==> src/rtl/ipi_dispatch_pkg.sv <==
package ipi_dispatch_pkg;

    localparam int CORE_W = 10;
    localparam int ADDR_W = 16;
    localparam int DATA_W = 32;
    localparam int CMD_W  = 64;
    localparam int OFF_W  = 12;

    typedef enum logic [1:0] {
        KIND_NONE = 2'd0,
        KIND_IPI  = 2'd1,
        KIND_MAIL = 2'd2,
        KIND_ANY  = 2'd3
    } send_kind_e;

    typedef struct packed {
        logic [CORE_W-1:0] core;
        logic [ADDR_W-1:0] addr;
        logic [DATA_W-1:0] data;
    } wr_req_t;

endpackage

==> src/rtl/ipi_byte_mask.sv <==
module ipi_byte_mask #(
    parameter int NBYTES = 4
) (
    input  logic [8*NBYTES-1:0] payload,
    input  logic [NBYTES-1:0]   kill,
    output logic [8*NBYTES-1:0] masked
);
    for (genvar b = 0; b < NBYTES; b++) begin : g_byte
        assign masked[8*b +: 8] = kill[b] ? 8'h00 : payload[8*b +: 8];
    end
endmodule

==> src/rtl/ipi_cmd_decode.sv <==
module ipi_cmd_decode
    import ipi_dispatch_pkg::*;
#(
    parameter logic [OFF_W-1:0]  OFF_IPI   = 12'h040,
    parameter logic [OFF_W-1:0]  OFF_MAIL  = 12'h048,
    parameter logic [OFF_W-1:0]  OFF_ANY   = 12'h158,
    parameter logic [ADDR_W-1:0] SET_ADDR  = 16'h1008,
    parameter logic [ADDR_W-1:0] MAIL_BASE = 16'h1020
) (
    input  logic             wide,
    input  logic [OFF_W-1:0] offset,
    input  logic [CMD_W-1:0] cmd,
    output send_kind_e       kind,
    output wr_req_t          req
);
    localparam int CORE_LSB    = 16;
    localparam int VEC_W       = 5;
    localparam int MASK_LSB    = 27;
    localparam int NBYTES      = DATA_W / 8;
    localparam int PAYLOAD_LSB = CMD_W - DATA_W;
    localparam logic [VEC_W-1:0] SLOT_MASK = 5'h1C;

    logic [DATA_W-1:0] masked_payload;
    logic              unused_bits;

    assign unused_bits = ^{cmd[31], cmd[26]};

    ipi_byte_mask #(.NBYTES(NBYTES)) u_mask (
        .payload (cmd[PAYLOAD_LSB +: DATA_W]),
        .kill    (cmd[MASK_LSB +: NBYTES]),
        .masked  (masked_payload)
    );

    always_comb begin
        kind = KIND_NONE;
        if (offset == OFF_IPI)
            kind = KIND_IPI;
        else if (wide && offset == OFF_MAIL)
            kind = KIND_MAIL;
        else if (wide && offset == OFF_ANY)
            kind = KIND_ANY;
    end

    always_comb begin
        req.core = cmd[CORE_LSB +: CORE_W];
        req.data = masked_payload;
        req.addr = cmd[ADDR_W-1:0];
        unique case (kind)
            KIND_IPI: begin
                req.addr = SET_ADDR;
                req.data = DATA_W'(1) << cmd[VEC_W-1:0];
            end
            KIND_MAIL: req.addr = MAIL_BASE + ADDR_W'(cmd[VEC_W-1:0] & SLOT_MASK);
            default: ;
        endcase
    end
endmodule

==> src/rtl/ipi_irq_fanout.sv <==
module ipi_irq_fanout
    import ipi_dispatch_pkg::*;
#(
    parameter int NUM_CORES = 16
) (
    input  logic                 fire,
    input  logic [CORE_W-1:0]    core,
    output logic [NUM_CORES-1:0] pend
);
    for (genvar c = 0; c < NUM_CORES; c++) begin : g_core
        assign pend[c] = fire && (core == CORE_W'(c));
    end
endmodule

==> src/rtl/ipi_send_dispatch.sv <==
module ipi_send_dispatch
    import ipi_dispatch_pkg::*;
#(
    parameter int NUM_CORES = 16
) (
    input  logic                 clk,
    input  logic                 rst_n,
    input  logic                 cmd_valid,
    output logic                 cmd_ready,
    input  logic                 cmd_wide,
    input  logic [11:0]          cmd_offset,
    input  logic [63:0]          cmd_data,
    output logic                 wr_valid,
    input  logic                 wr_ready,
    output logic [9:0]           wr_core,
    output logic [15:0]          wr_addr,
    output logic [31:0]          wr_data,
    output logic [NUM_CORES-1:0] irq_pend
);
    typedef struct packed {
        logic                 valid;
        wr_req_t              req;
        logic [NUM_CORES-1:0] irq;
    } state_t;

    state_t               st_d, st_q;
    send_kind_e           dec_kind;
    wr_req_t              dec_req;
    logic [NUM_CORES-1:0] dec_irq;
    logic                 accept;

    ipi_cmd_decode u_decode (
        .wide   (cmd_wide),
        .offset (cmd_offset),
        .cmd    (cmd_data),
        .kind   (dec_kind),
        .req    (dec_req)
    );

    ipi_irq_fanout #(.NUM_CORES(NUM_CORES)) u_fanout (
        .fire (dec_kind == KIND_IPI),
        .core (dec_req.core),
        .pend (dec_irq)
    );

    assign accept = cmd_valid && !st_q.valid && (dec_kind != KIND_NONE);

    always_comb begin
        st_d     = st_q;
        st_d.irq = '0;
        if (st_q.valid && wr_ready)
            st_d.valid = 1'b0;
        if (accept) begin
            st_d.valid = 1'b1;
            st_d.req   = dec_req;
            st_d.irq   = dec_irq;
        end
    end

    always_ff @(posedge clk or negedge rst_n) begin
        if (!rst_n)
            st_q <= '0;
        else
            st_q <= st_d;
    end

    assign cmd_ready = !st_q.valid;
    assign wr_valid  = st_q.valid;
    assign wr_core   = st_q.req.core;
    assign wr_addr   = st_q.req.addr;
    assign wr_data   = st_q.req.data;
    assign irq_pend  = st_q.irq;
endmodule

==> config.mk <==
export PLATFORM = sky130hd
export DESIGN_NAME = ipi_send_dispatch
export DESIGN_NICKNAME = d
export VERILOG_FILES = /design/src/rtl/ipi_dispatch_pkg.sv /design/src/rtl/ipi_byte_mask.sv /design/src/rtl/ipi_cmd_decode.sv /design/src/rtl/ipi_irq_fanout.sv /design/src/rtl/ipi_send_dispatch.sv
export SDC_FILE = /design/constraint.sdc
export NUM_CORES = 1
export LEC_CHECK = 0
export ABC_AREA = 1
export ABC_CLOCK_PERIOD_IN_PS = 1100
export CORE_MARGIN = 2
export CORE_UTILIZATION = 41
export CTS_CLUSTER_DIAMETER = 100
export DETAILED_ROUTE_END_ITERATION = 6
export PLACE_DENSITY = 0.83
export SYNTH_ARGS = -nofsm -noshare
export SYNTH_HDL_FRONTEND = slang
export SYNTH_SLANG_ARGS = --single-unit
==> constraint.sdc <==
create_clock -name clk -period 1.1 [get_ports clk]
set_input_delay 0.33 -clock clk [delete_from_list [all_inputs] [get_ports clk]]
set_output_delay 0.33 -clock clk [all_outputs]
set_load 0.005 [all_outputs]
==> results.txt <==
Gr busiest metal - met2
Fraction of the mapped netlist area in simple logic gates - 45.5%
Horizontal die dimension - 106 um
Number of optimization iterations in the first detailed-route pass - 6
Instance count of the mapped netlist - 639
Number of enable flip-flop cells after synthesis - 0
H-tree levels - 3
Number of I/O pins - 157
Area occupied by multi-input gates - 2550 um^2
Dominant cell type by area after synthesis - sky130_fd_sc_hd__dfrtp_1
Clock slew at the register clock pins of the worst setup and hold paths - 0.08 ns
Routability cong. - 0.890
Overall die area - 11300 um^2
Area growth from synthesis to layout - 88.5%
Asr flop ratio synth - 100%
Initial DRC count - 791
Average cell area after synthesis - 6.69 um^2
Post-synthesis compound-gate area fraction - 0.117%
Startpoint of the worst-slack reg-to-reg timing path - wr_valid
Sink count of the clock tree - 75
Crit path top cell by count - sky130_fd_sc_hd__buf_12
Number of antenna violations at the first check in global routing - 0
Largest family of logic cells by synthesized area - simple AND/OR/NAND/NOR gates
Via count - 6018
DR DRC count - 0
Xor and xnor area share after synthesis - 0%
Max VDD drop - 0.000702 V
Power Density - 793 nW/um^2
Number of distinct library cell variants in the gate-level netlist after synthesis - 20
Final Slew Violations - 0
Crit-path leading delay family - buffers and inverters
Wirelength per Cell - 19.0 um
Critical path launch point type - flop
Number of synthesis warnings - 0
Slowest stage delay, CP - 0.39 ns
TritonCTS Buffers - 9
Clock Path Buffers - 2
Beginning of the worst hold path - wr_addr[7]
Least setup slack across all paths after layout - -0.400 ns
Clock root buffer master - sky130_fd_sc_hd__clkbuf_8
Global route total overflow - 0
Net total in the final layout - 1020
Final Core Density - 78.8%
Relative max-transition margin - 72.3%
I/O Buffers - 154
Source-to-sink clock delay at the later pin of the worst-skew pair - 0.37 ns
Share of the synthesized area in the top cell type - 43.9%
Met2 Track Usage GR - 53.6%
Post-route antenna net violation count - 0
Post-Synth Adder-Cell Area - 0%
Number of register bits inferred by synthesis - 75
Cell types occupying the most area after synthesis - sky130_fd_sc_hd__dfrtp_1 44%, sky130_fd_sc_hd__nand2_1 19%, sky130_fd_sc_hd__nand3_1 11%
Max cap viols - 0
Footprint of the flip-flops and latches - 1880 um^2
Die Span Y - 106 um
Post-synth top flop - sky130_fd_sc_hd__dfrtp_1
Transition time of the tightest slew-check pin - 0.416 ns
Top-count cell post-synth - sky130_fd_sc_hd__nand2_1
Launch point of the critical path - wr_valid
Proportion of synthesized chip area in sequential cells - 43.9%
Portion of netlist area occupied by mux cells - 0%
Critical path capture point type - flop
Share of final-layout standard cells stronger than drive strength 1 - 43.5%
Setup repair after global routing missed its margin - yes
Number of filler instances in the final layout - 589
First-pass GRT wire length - 27200 um
Diodes inserted - 0
Total Power Consumption - 6.39 mW
Met1 track demand over resource in global routing - 35.6%
Maximum number of pins on one net before global-route repair - 76
Critical path cell sequence - buf_6 -> buf_6 -> nor2_4 -> buf_12 -> nand2_8 -> buf_12 -> buf_12 -> nand2_2 -> nand2_1
Worst min path class - reg -> reg
CP max-delay cell - sky130_fd_sc_hd__dfrtp_1
Worst-path fanout max - 6
Tcrit/Tclk final - 136%
Syn nets - 720
Violated checks - setup timing
Result of the run - finished, violations left
Total half-perimeter wirelength after legalization and detailed placement - 10200 um
Buffering stage count on the worst path with inverters included - 5
Post-synth design cell area - 4280 um^2
Number of global-route vias before repair - 5676
Total track usage - 31.0%
Final critical delay including setup and external delays - 1.50 ns
F_max - 0.667 GHz
Setup violators final - 151
TritonCTS clock tree - yes
Initial core utilization - 41.8%
Leakage - 4.49 nW
Row cnt - 37
Mean number of vias per cell - 5.57
Area of the placeable core - 10200 um^2
Detailed-route wire length - 20500 um
Cell types with the highest counts after synthesis - 215 x sky130_fd_sc_hd__nand2_1, 111 x sky130_fd_sc_hd__nor2_1, 96 x sky130_fd_sc_hd__nand3_1
CP Data Required Time - 1.34 ns
Crit path kind - reg -> reg
Hold_ws - 0.489 ns
Met3 track utilization from global routing - 6.68%
Final Hold Fails - 0
Crit path DAT - 1.74 ns
Clock Skews - 0.0114 ns
==> registers in the layout, summed over array words and instances (netlist names) <==
name,flops
wr_data,32
irq_pend,16
wr_addr,16
wr_core,10
wr_valid,1
==> final timing paths <==
path / end / slack [ns] / cells past startpoint
setup / recovery: wr_data[16] / -0.40 / 9
hold / removal: wr_addr[7] / 0.49 / 2
setup reg to reg: wr_data[16] / -0.40 / 9
hold reg to reg: wr_addr[7] / 0.49 / 2
max in group asynchronous: wr_core[9] / 0.25 / 3
min in group asynchronous: wr_data[15] / 0.52 / 3
==> per-layer routing <==
layer  part of all wire (%)  up-vias
li1                       -     2570
met1                     35     2816
met2                     49      487
met3                    9.0      145
met4                    6.8        0
met5                      0        -
==> cell usage in the layout, fill, tap and decap left out, types with 13 or more instances in the layout <==
cell | netlist | final
sky130_fd_sc_hd__nor2_1 | 111 | 85
sky130_fd_sc_hd__nand2_2 | 2 | 52
sky130_fd_sc_hd__nand2_4 | 0 | 34
sky130_fd_sc_hd__nand3_1 | 96 | 89
sky130_fd_sc_hd__nor2_2 | 6 | 19
sky130_fd_sc_hd__buf_12 | 0 | 17
sky130_fd_sc_hd__buf_2 | 18 | 77
sky130_fd_sc_hd__dfrtp_1 | 75 | 75
sky130_fd_sc_hd__buf_4 | 0 | 132
sky130_fd_sc_hd__nand4_1 | 15 | 15
sky130_fd_sc_hd__nor2_4 | 0 | 13
sky130_fd_sc_hd__nand2_1 | 215 | 130
sky130_fd_sc_hd__inv_1 | 63 | 62
sky130_fd_sc_hd__clkdlybuf4s50_1 | 0 | 60
==> where the power goes <==
group | total, mW | switching (mW) | leakage [nW] | internal [mW]
Sequential | 2.78 | 0.00859 | 1.05 | 2.77
Clock | 2.53 | 1.13 | 0.113 | 1.40
Combinational | 1.09 | 0.551 | 3.33 | 0.534
Total | 6.39 | 1.69 | 4.49 | 4.70
==> repair_timing <==
item / 4_1_cts / 5_1_grt
cloned: 12 / 2
hold buffers: 1 / 0
hold endpoints to repair: 9 / 0
pin swaps: 23 / 20
resized for setup: 425 / 110
setup buffers: 69 / 31
setup endpoints to repair: 151 / 151
==> logic make-up (layout without fill, tap and decap cells) <==
| family | after synthesis | count (layout) |
|---|---|---|
| AO/OA/AOI/OAI | 1 | 1 |
| buffers and inverters | 106 | 411 |
| flip-flops | 75 | 75 |
| AND/OR/NAND/NOR | 457 | 457 |
==> tightest hold or removal path, cell delays in order, from the launching register on <==
cell and delay (ns):
sky130_fd_sc_hd__dfrtp_1 0.35, sky130_fd_sc_hd__nand2_1 0.06, sky130_fd_sc_hd__nand2_1 0.05
==> cell type report <==
| class | instances | share of cell area (%) |
|---|---|---|
| clock buffer | 12 | 1.92 |
| clock inverter | 4 | 0.900 |
| sequential | 75 | 23.3 |
| multi-input combinational | 458 | 31.6 |
| inverter | 68 | 3.32 |
| timing repair buffer | 327 | 36.8 |
| tap | 136 | 2.11 |
==> through the flow <==
stage          cell area, um^2  TNS (ns)  setup slack (ns)  cells
2_1_floorplan             4350    -12.95            -0.190    639
3_3_place_gp              6470    -72.47            -0.954    953
3_5_place_dp              6470    -75.53            -0.991    953
4_1_cts                   7480    -28.95            -0.321   1047
5_1_grt                   8070    -38.79            -0.458   1080
6_report                  8070    -33.74            -0.400   1080
(Power assumes the default switching activity.)
